`src/rtl/lane_alu_pkg.sv`:
```
package lane_alu_pkg;

  localparam int NARROW_LANES = 4;
  localparam int WIDE_LANES   = 2;

  localparam logic [2:0] OP_ADD = 3'd0;
  localparam logic [2:0] OP_SUB = 3'd1;
  localparam logic [2:0] OP_GT  = 3'd2;
  localparam logic [2:0] OP_EQ  = 3'd3;
  localparam logic [2:0] OP_LE  = 3'd4;
  localparam logic [2:0] OP_NE  = 3'd5;

  // Strobes from decode to datapath.
  typedef struct packed {
    logic                    arith;     // add or subtract
    logic                    subtract;  // subtract instead of add
    logic                    cmp;       // lane compare
    logic                    useGt;     // base predicate: greater-than (else equal)
    logic                    invert;    // negate the base predicate
    logic                    wide;      // half-width lanes
    logic                    single;    // half-width register
    logic                    zero;      // reserved code, force zero
    logic [NARROW_LANES-1:0] laneMask;  // active lanes
  } laneCtl_t;

endpackage

```
`src/rtl/lane_alu_ctrl.sv`:
```
module lane_alu_ctrl
  import lane_alu_pkg::*;
(
  input  logic [2:0] opSel,
  input  logic       laneWide,
  input  logic       singleSize,
  output laneCtl_t   ctl
);

  always_comb begin
    ctl          = '0;
    ctl.wide     = laneWide;
    ctl.single   = singleSize;
    unique case ({laneWide, singleSize})
      2'b00:   ctl.laneMask = 4'b1111;
      2'b01:   ctl.laneMask = 4'b0011;
      2'b10:   ctl.laneMask = 4'b0011;
      default: ctl.laneMask = 4'b0001;
    endcase
    case (opSel)
      OP_ADD: ctl.arith = 1'b1;
      OP_SUB: begin
        ctl.arith    = 1'b1;
        ctl.subtract = 1'b1;
      end
      OP_GT: begin
        ctl.cmp   = 1'b1;
        ctl.useGt = 1'b1;
      end
      OP_EQ: ctl.cmp = 1'b1;
      OP_LE: begin
        ctl.cmp    = 1'b1;
        ctl.useGt  = 1'b1;
        ctl.invert = 1'b1;
      end
      OP_NE: begin
        ctl.cmp    = 1'b1;
        ctl.invert = 1'b1;
      end
      default: ctl.zero = 1'b1;
    endcase
  end

endmodule

```
`src/rtl/lane_alu_dp.sv`:
```
module lane_alu_dp
  import lane_alu_pkg::*;
#(
  parameter int DATA_W = 64
) (
  input  logic              clk,
  input  logic              rstN,
  input  logic [DATA_W-1:0] opA,
  input  logic [DATA_W-1:0] opB,
  input  laneCtl_t          ctl,
  output logic [DATA_W-1:0] result
);

  localparam int NARROW_W = DATA_W / NARROW_LANES;
  localparam int WIDE_W   = DATA_W / WIDE_LANES;
  localparam int HALF_W   = DATA_W / 2;

  logic [DATA_W-1:0]       narSum;
  logic [DATA_W-1:0]       wideSum;
  logic [NARROW_LANES-1:0] narGt, narEq;
  logic [WIDE_LANES-1:0]   wideGt, wideEq;

  for (genvar i = 0; i < NARROW_LANES; i++) begin : g_narrow
    logic [NARROW_W-1:0] la, lb;
    assign la = opA[i*NARROW_W +: NARROW_W];
    assign lb = opB[i*NARROW_W +: NARROW_W];
    assign narSum[i*NARROW_W +: NARROW_W] = ctl.subtract ? la - lb : la + lb;
    assign narGt[i] = $signed(la) > $signed(lb);
    assign narEq[i] = la == lb;
  end

  for (genvar j = 0; j < WIDE_LANES; j++) begin : g_wide
    logic [WIDE_W-1:0] la, lb;
    assign la = opA[j*WIDE_W +: WIDE_W];
    assign lb = opB[j*WIDE_W +: WIDE_W];
    assign wideSum[j*WIDE_W +: WIDE_W] = ctl.subtract ? la - lb : la + lb;
    assign wideGt[j] = $signed(la) > $signed(lb);
    assign wideEq[j] = la == lb;
  end

  logic [NARROW_LANES-1:0] narHit, cmpMask;
  logic [WIDE_LANES-1:0]   wideHit;
  logic [DATA_W-1:0]       arithRes, nextRes;

  assign narHit  = (ctl.useGt ? narGt : narEq) ^ {NARROW_LANES{ctl.invert}};
  assign wideHit = (ctl.useGt ? wideGt : wideEq) ^ {WIDE_LANES{ctl.invert}};

  always_comb begin
    if (ctl.wide)
      cmpMask = {{(NARROW_LANES-WIDE_LANES){1'b0}}, wideHit}
                & ctl.laneMask;
    else
      cmpMask = narHit & ctl.laneMask;
    arithRes = ctl.wide ? wideSum : narSum;
    if (ctl.single)
      arithRes[DATA_W-1:HALF_W] = '0;
    if (ctl.zero)
      nextRes = '0;
    else if (ctl.cmp)
      nextRes = {{(DATA_W-NARROW_LANES){1'b0}}, cmpMask};
    else if (ctl.arith)
      nextRes = arithRes;
    else
      nextRes = '0;
  end

  always_ff @(posedge clk or negedge rstN) begin
    if (!rstN) result <= '0;
    else       result <= nextRes;
  end

  // Marks that one full cycle has passed since reset release.
  logic primed;
  always_ff @(posedge clk or negedge rstN) begin
    if (!rstN) primed <= 1'b0;
    else       primed <= 1'b1;
  end

  p_reset_zero_r1: assert property (@(posedge clk)
    !rstN |=> (result == '0 || rstN));

  p_strobe_excl_r6: assert property (@(posedge clk) disable iff (!rstN)
    $onehot0({ctl.arith, ctl.cmp, ctl.zero}));

  p_cmp_mask_r7: assert property (@(posedge clk) disable iff (!rstN)
    ctl.cmp |=> result[DATA_W-1:NARROW_LANES] == '0);

  p_wide_mask_r7: assert property (@(posedge clk) disable iff (!rstN)
    (ctl.cmp && ctl.wide) |=> result[DATA_W-1:WIDE_LANES] == '0);

  p_single_upper_r5: assert property (@(posedge clk) disable iff (!rstN)
    ctl.single |=> result[DATA_W-1:HALF_W] == '0);

  p_reserved_zero_r9: assert property (@(posedge clk) disable iff (!rstN)
    ctl.zero |=> result == '0);

  p_lane0_add_r2: assert property (@(posedge clk) disable iff (!rstN)
    (primed && $past(ctl.arith && !ctl.subtract && !ctl.wide))
      |-> result[NARROW_W-1:0] ==
          $past(opA[NARROW_W-1:0] + opB[NARROW_W-1:0]));

endmodule

```
`src/rtl/lane_alu.sv`:
```
module lane_alu
  import lane_alu_pkg::*;
#(
  parameter int DATA_W = 64
) (
  input  logic              clk,
  input  logic              rstN,
  input  logic [DATA_W-1:0] opA,
  input  logic [DATA_W-1:0] opB,
  input  logic [2:0]        opSel,
  input  logic              laneWide,
  input  logic              singleSize,
  output logic [DATA_W-1:0] result
);

  laneCtl_t ctl;

  lane_alu_ctrl u_ctrl (
    .opSel      (opSel),
    .laneWide   (laneWide),
    .singleSize (singleSize),
    .ctl        (ctl)
  );

  lane_alu_dp #(.DATA_W(DATA_W)) u_dp (
    .clk    (clk),
    .rstN   (rstN),
    .opA    (opA),
    .opB    (opB),
    .ctl    (ctl),
    .result (result)
  );

endmodule

```
`config.mk`:
```
export PLATFORM = sky130hd
export DESIGN_NAME = lane_alu
export DESIGN_NICKNAME = d
export VERILOG_FILES = /design/src/rtl/lane_alu_pkg.sv /design/src/rtl/lane_alu_ctrl.sv /design/src/rtl/lane_alu_dp.sv /design/src/rtl/lane_alu.sv
export SDC_FILE = /design/constraint.sdc
export NUM_CORES = 1
export LEC_CHECK = 0
export ABC_AREA = 1
export BUFFER_PORTS_ARGS = -buffer_cell sky130_fd_sc_hd__buf_2
export CORE_AREA = 5 5 183 185
export DETAILED_ROUTE_END_ITERATION = 10
export DIE_AREA = 0 0 188 190
export GPL_ROUTABILITY_DRIVEN = 0
export GPL_TIMING_DRIVEN = 0
export PLACE_DENSITY = 0.6
export SLEW_MARGIN = 15
export SYNTH_ARGS = -nofsm -noshare
export SYNTH_HDL_FRONTEND = slang
export SYNTH_SLANG_ARGS = --single-unit
export TNS_END_PERCENT = 30
```
`constraint.sdc`:
```
create_clock -name clk -period 0.8 [get_ports clk]
set_clock_uncertainty 0.15 [all_clocks]
set_input_delay 0.16 -clock clk [delete_from_list [all_inputs] [get_ports clk]]
set_output_delay 0.16 -clock clk [all_outputs]
set_load 0.05 [all_outputs]
```
== After elaboration in Yosys (flattened, before gate mapping) ==
Index checks and enable logic that the tools add are counted.
Storage, ports and cells
  register bits: 64
  latch bits: 0
  output and inout bits: 64
  logic and storage cells: 64
  memories kept: 0
  bits in writable memories: 0
  ROM bits: 0
Operators by class
  bitwise gates (word level): 4
  equality and inequality tests: 13
  multiplexer cells: 20
  shift operators: 0
  multiply operators: 0
  reduce and logical (&&, ||, !) cells: 8
  divide/modulo/power cells: 0
  magnitude comparators: 6
  add/subtract/negate cells: 12
Operator list (number)
  $mux W64: 4
  $mux W32: 3
  $add A16 B16 Y16: 4
  $add A32 B32 Y32: 2
  $eq A16 B16 Y1: 4
  $eq A32 B32 Y1: 2
  $gt A16 B16 Y1: 4
  $gt A32 B32 Y1: 2
  $mux W16: 4
  $sub A16 B16 Y16: 4
  $sub A32 B32 Y32: 2
  $mux W4: 2
  $pmux W4 S2: 1
  $reduce_or A2 Y1: 4
  $eq A3 B2 Y1 const B: 2
  $eq A3 B3 Y1 const B: 2
  $reduce_or A6 Y1: 1
  $mux W1: 5
  $and A2 B4 Y4: 1
  $and A4 B4 Y4: 1
  $reduce_or A4 Y1: 1
  $xor A4 B4 Y4: 1
  $eq A3 B1 Y1 const B: 1
  $logic_not A3 Y1: 1
  5 further kinds: 5

== Depth between registers and ports, before layout ==
  depth in word-level cells: 9
  depth in mapped cells: 21
  depth with buffers taken out: 20

== Hierarchy ==
From an unflattened synthesis, not the netlist that was laid out.
Second synthesis, totals
  cells, all modules: 1960
  area, all modules: 11325.9 um2
By module, submodules not included
  lane_alu_dp: cells an instance 1942, instances 1, area each 11214.5 um2
  lane_alu_ctrl: cells an instance 18, instances 1, area each 111.4 um2

== Worst setup path before layout ==
Ideal clock, no wire load.
  kind: input -> register
  start point: input opA[48]
  end point: register u_dp.result[3]
  library setup time: 0.117 ns
  path slack: -1.181 ns
  arrival time: 1.713 ns
  required time: 0.533 ns
  stages on the path: 16
  path buffers: 0
  cell sequence: inv_1 -> ha_1 -> inv_1 -> fa_1 -> inv_1 -> o21ai_1 -> nand2_1 -> nand2_1 -> nand2_1 -> nand3_1 -> nand2_1 -> nand3_1 -> a21oi_1 -> nor2_1 -> o21ai_1 -> inv_1
Between the ends
  longest elaborated chain between the ends: 7
RTL lines
  start, declared: line lane_alu.sv:8  | input logic [DATA_W-1:0] opA,
  $gt A16 B16 Y1 or $eq A16 B16 Y1 (tied branches): line lane_alu_dp.sv:28, lane_alu_dp.sv:29
  $mux W4 (*): line lane_alu_dp.sv:45  | assign narHit = (ctl.useGt ? narGt : narEq) ^ {NARROW_LANES{ctl.invert}};
  $xor A4 B4 Y4 (*): line lane_alu_dp.sv:45
  $and A4 B4 Y4 (*): line lane_alu_dp.sv:53  | cmpMask = narHit & ctl.laneMask;
  $mux W4 (*): line lane_alu_dp.sv:49  | if (ctl.wide)
  $mux W64 (*): line lane_alu_dp.sv:59  | else if (ctl.cmp)
  $mux W64 (*): line lane_alu_dp.sv:57  | if (ctl.zero)
  named net u_dp.nextRes[3]: line lane_alu_dp.sv:43  | logic [DATA_W-1:0] arithRes, nextRes;
  end signal, assigned: line lane_alu_dp.sv:69  | else result <= nextRes;
  end, declared: line lane_alu_dp.sv:11  | output logic [DATA_W-1:0] result
Mark *: on every way through the listed nets, which the timed path passes. The rest lies on a longest branch.

== Worst setup path after layout ==
  start point: input opB[53]
  end point: register u_dp.result[63]
Between the ends
  longest elaborated chain between the ends: 7
RTL lines
  start, declared: line lane_alu.sv:9  | input logic [DATA_W-1:0] opB,
  $add A32 B32 Y32, or another cell as far along: line lane_alu_dp.sv:36  | assign wideSum[j*WIDE_W +: WIDE_W] = ctl.subtract ? la - lb : la + lb;
  $mux W32 or $mux W16 (tied branches): line lane_alu_dp.sv:36, lane_alu_dp.sv:27
  $mux W64 (*): line lane_alu_dp.sv:54  | arithRes = ctl.wide ? wideSum : narSum;
  $mux W32 (*): line lane_alu_dp.sv:55  | if (ctl.single)
  $mux W64 (*): line lane_alu_dp.sv:61  | else if (ctl.arith)
  $mux W64 (*): line lane_alu_dp.sv:59
  $mux W64 (*): line lane_alu_dp.sv:57
  named net u_dp.nextRes[63]: line lane_alu_dp.sv:43
Marks and branches as above.

==> metrics.json <==
{
  "run_status": {
    "outcome": "complete, but fails checks",
    "failed_checks": "negative hold slack, negative setup slack"
  },
  "clocking": {
    "maximum_level_of_the_cts_h_tree": 3,
    "clock_sink_count": 64,
    "clk_root_buffer_cell": "clkbuf_16",
    "clock_path_buffers": 2,
    "cts-buffers-inserted": 9,
    "path_clk_slew_ns": 0.08,
    "tritoncts": "yes"
  },
  "sta": {
    "timing.slew.headroom_pct": 39.9,
    "layout_worst_path_cycle_share_pct": 237,
    "maxClockFrequency_ghz": 0.527,
    "timing_worst_slew_pin_value_ns": 0.902,
    "period_minus_slack_ns": 1.90,
    "setup_ws_post_layout_ns": -1.10,
    "final-max-slew-violation-count": 0,
    "setup_viol": 128,
    "hold-worst-slack_ns": -0.442,
    "final.setup.tns_ns": -87.18,
    "rsz0062_at_grt": "yes",
    "hold_violations": 66
  },
  "route": {
    "drtAntennaViolNets": 0,
    "dr.pass1.iters": 6,
    "route.detailed.drc": 0,
    "drt-vias-per-instance": 5.65,
    "post_drt_wl_per_cell_um": 19.6,
    "drt_iter0_markers": 1623,
    "route.vias.total": 17436,
    "wl_um": 60500
  },
  "power_and_ir_drop": {
    "ir_worst_vdd_uv": 1040,
    "static_leakage_power_nw": 10.7,
    "sequentialPowerShare_pct": 13.7,
    "sw_frac_of_total_pct": 49.0,
    "tot_pwr_w": 0.0255,
    "power.combinational.fraction_pct": 68.4,
    "power.share.clock_pct": 17.9,
    "internal_power_w": 0.0130,
    "switching_power_w": 0.0125,
    "power-per-cell-area_nw_per_um2": 1160
  },
  "placed_design": {
    "detail_placement_hpwl_um": 43200,
    "io_buffer_count": 197,
    "detailedPlace.worstSlack_ns": -1.85
  },
  "grt": {
    "number_of_antenna_violations_at_the_first_check_in_global_routing": 1,
    "grt_remaining_overflow": 0,
    "number_of_global_route_vias_before_repair": 16585,
    "grt_max_degree": 35,
    "groute.usage.overall_pct": 30.3,
    "grt_pass1_wl_um": 86200
  },
  "worst_setup_path": {
    "timing.critical_path.from_type": "input pin",
    "critical_path.cell_chain": "buf_2, inv_2, ha_4, buf_4, nor2_4, nand2_4, nor2_4, nor3b_4, nand2_2, nand3_2, nand2_1, nand2_1, nand3_2, nand3_2, nand2_1, nor2_2",
    "crit_slowest_cell": "ha_4",
    "worstPathMaxFanout": 8,
    "worstPathBufferInverterCount": 3,
    "timing.critical_path.slowest_cell_delay_ns": 0.29,
    "critical-path-top-delay-family": "simple AND/OR/NAND/NOR gates",
    "crit_path_end_kind": "flop",
    "timing.critical_path.required_ns": 0.95,
    "path_class": "in -> reg",
    "worst_ep_arrival_time_ns": 2.05
  },
  "logic_synthesis": {
    "dominantRegCellSynth": "dfrtp_1",
    "number_of_warnings_issued_by_yosys": 0,
    "synth_cell_type_count": 53,
    "synth-seq-area-share_pct": 12.8,
    "synth_async_sr_flop_share_pct": 100,
    "synth.ff_latch_count": 64,
    "synthesized_area_sq_um": 12500,
    "postSynthNetCount": 2506,
    "syn_avg_cell_area_sq_um": 5.60,
    "synth_edf_count": 0,
    "synthesis.instances": 2235
  },
  "floorplan": {
    "std_cell_rows": 66,
    "floorplan.die.width_um": 188,
    "die_area_sq_um": 35700,
    "die_height_um": 190,
    "design.core.area_sq_um": 31900,
    "io_pins": 199,
    "start_util_pct": 39.2
  },
  "cells_and_area": {
    "biggestRegsByFlops": "u_dp.result (64)",
    "flow.area_growth_from_synthesis_pct": 75.1,
    "post_route_cells_drive_above_1_share_pct": 55.0,
    "nNetsFinal": 2943,
    "max_reg_flops": 64,
    "fillCellCount": 2580,
    "max_flop_register": "u_dp.result"
  },
  "worst_hold_path": {
    "hold_path.class": "in -> async"
  },
  "run": {
    "cap_viol_max_count": 0
  }
}
-- stage by stage --
| step | util, % | std cells | instance area [sq um] |
|---|---|---|---|
| final | 68.7 | 3086 | 21900 |
| after global routing | 68.7 | 3086 | 21900 |
| after CTS | 59.7 | 2970 | 19000 |
| after detailed placement | 49.5 | 2841 | 15800 |
| after global placement | 49.4 | 2840 | 15800 |
| after floorplan | - | 2235 | 14300 |
-- layout by cell type, fill, tap and decap left out, types with 17 or more instances in the layout --
master,synthesis,layout
nand2_1,710,465
nand4_1,27,27
nand2_2,13,183
a21oi_2,11,79
buf_6,2,93
a21oi_4,0,44
inv_1,317,184
ha_4,0,64
buf_12,0,18
a21oi_1,162,50
nand2_4,1,71
nor2_2,12,66
xor2_1,39,38
inv_4,0,36
nor2_1,272,133
buf_2,32,127
o21ai_2,3,59
o21ai_1,25,36
buf_8,0,18
o21ai_4,0,17
o21ai_0,105,21
buf_4,17,230
inv_2,13,89
nor2_4,2,87
nand3_1,132,63
nand3_2,4,63
ha_1,128,64
dfrtp_1,64,64
-- path summary, 6_finish.rpt --
kind,startpoint,cells past startpoint,end,slack [ns]
max,opB[53],16,u_dp.result[63],-1.10
min,rstN,1,u_dp.result[35],-0.44
max in group asynchronous,rstN,2,u_dp.result[29],0.36
min in group clk,opB[32],3,u_dp.result[32],-0.05
-- cell families after synthesis --
logic type / synth area share, %
adder cells (fa/ha/maj): 14.1
XOR/XNOR: 3.08
flip-flops: 12.8
buffers and inverters: 13.1
AO/OA/AOI/OAI: 16.3
AND/OR/NAND/NOR: 40.7
-- cells in the mapped netlist (5+ instances only) --
| library cell | count | area share (%) |
|---|---|---|
| a21o_1 | 6 | 0.36 |
| a21oi_1 | 162 | 6.5 |
| a21oi_2 | 11 | 0.77 |
| buf_2 | 32 | 1.3 |
| buf_4 | 17 | 1.0 |
| clkbuf_1 | 9 | 0.27 |
| clkbuf_2 | 7 | 0.28 |
| dfrtp_1 | 64 | 13 |
| fa_1 | 8 | 1.3 |
| ha_1 | 128 | 13 |
| inv_1 | 317 | 9.5 |
| inv_2 | 13 | 0.39 |
| nand2_1 | 710 | 21 |
| nand2_2 | 13 | 0.65 |
| nand3_1 | 132 | 5.3 |
| nand4_1 | 27 | 1.4 |
| nor2_1 | 272 | 8.2 |
| nor2_2 | 12 | 0.60 |
| nor3_1 | 24 | 0.96 |
| nor4_1 | 6 | 0.30 |
| o211ai_1 | 6 | 0.36 |
| o21a_1 | 7 | 0.42 |
| o21ai_0 | 105 | 4.2 |
| o21ai_1 | 25 | 1.0 |
| o21bai_1 | 22 | 1.3 |
| xnor2_1 | 5 | 0.35 |
| xor2_1 | 39 | 2.7 |
-- final cells by class --
cell class | instances | area, sq um | area share [%]
clock buffers | 11 | 253 | 1.15
diodes | 1 | 2.50 | 0.0114
well taps | 408 | 510 | 2.33
multi-input cells | 1770 | 13900 | 63.2
repair buffers | 456 | 3700 | 16.9
clock inverters | 5 | 62.6 | 0.286
plain buffers | 40 | 405 | 1.85
inverters | 331 | 1510 | 6.91
flip-flops and latches | 64 | 1600 | 7.31
-- routing by layer --
layer  GRT usage, %  vias to the layer above  part of all wire [%]
met5              0                        -                     0
li1               -                     7969                     -
met2           54.3                      999                    49
met3           4.48                      333                   7.9
met4           18.7                        0                   7.7
met1           33.9                     8135                    36
-- power by group through the flow --
stage / combinational [W] / sequential [W] / clock, W
after floorplan: 0.00757 / 0.00430 / 0
after global placement: 0.0114 / 0.00355 / 0
after detailed placement: 0.0115 / 0.00355 / 0
after CTS: 0.0143 / 0.00349 / 0.00460
after global routing: 0.0184 / 0.00351 / 0.00470
final: 0.0174 / 0.00349 / 0.00457
-- repair_timing --
action,CTS,global route
gates resized for setup,634,546
buffers inserted,142,126
pin swaps,250,322
setup endpoints to repair,128,128
hold endpoints to repair,66,32
Note: power is estimated with default switching activity, not from simulation.
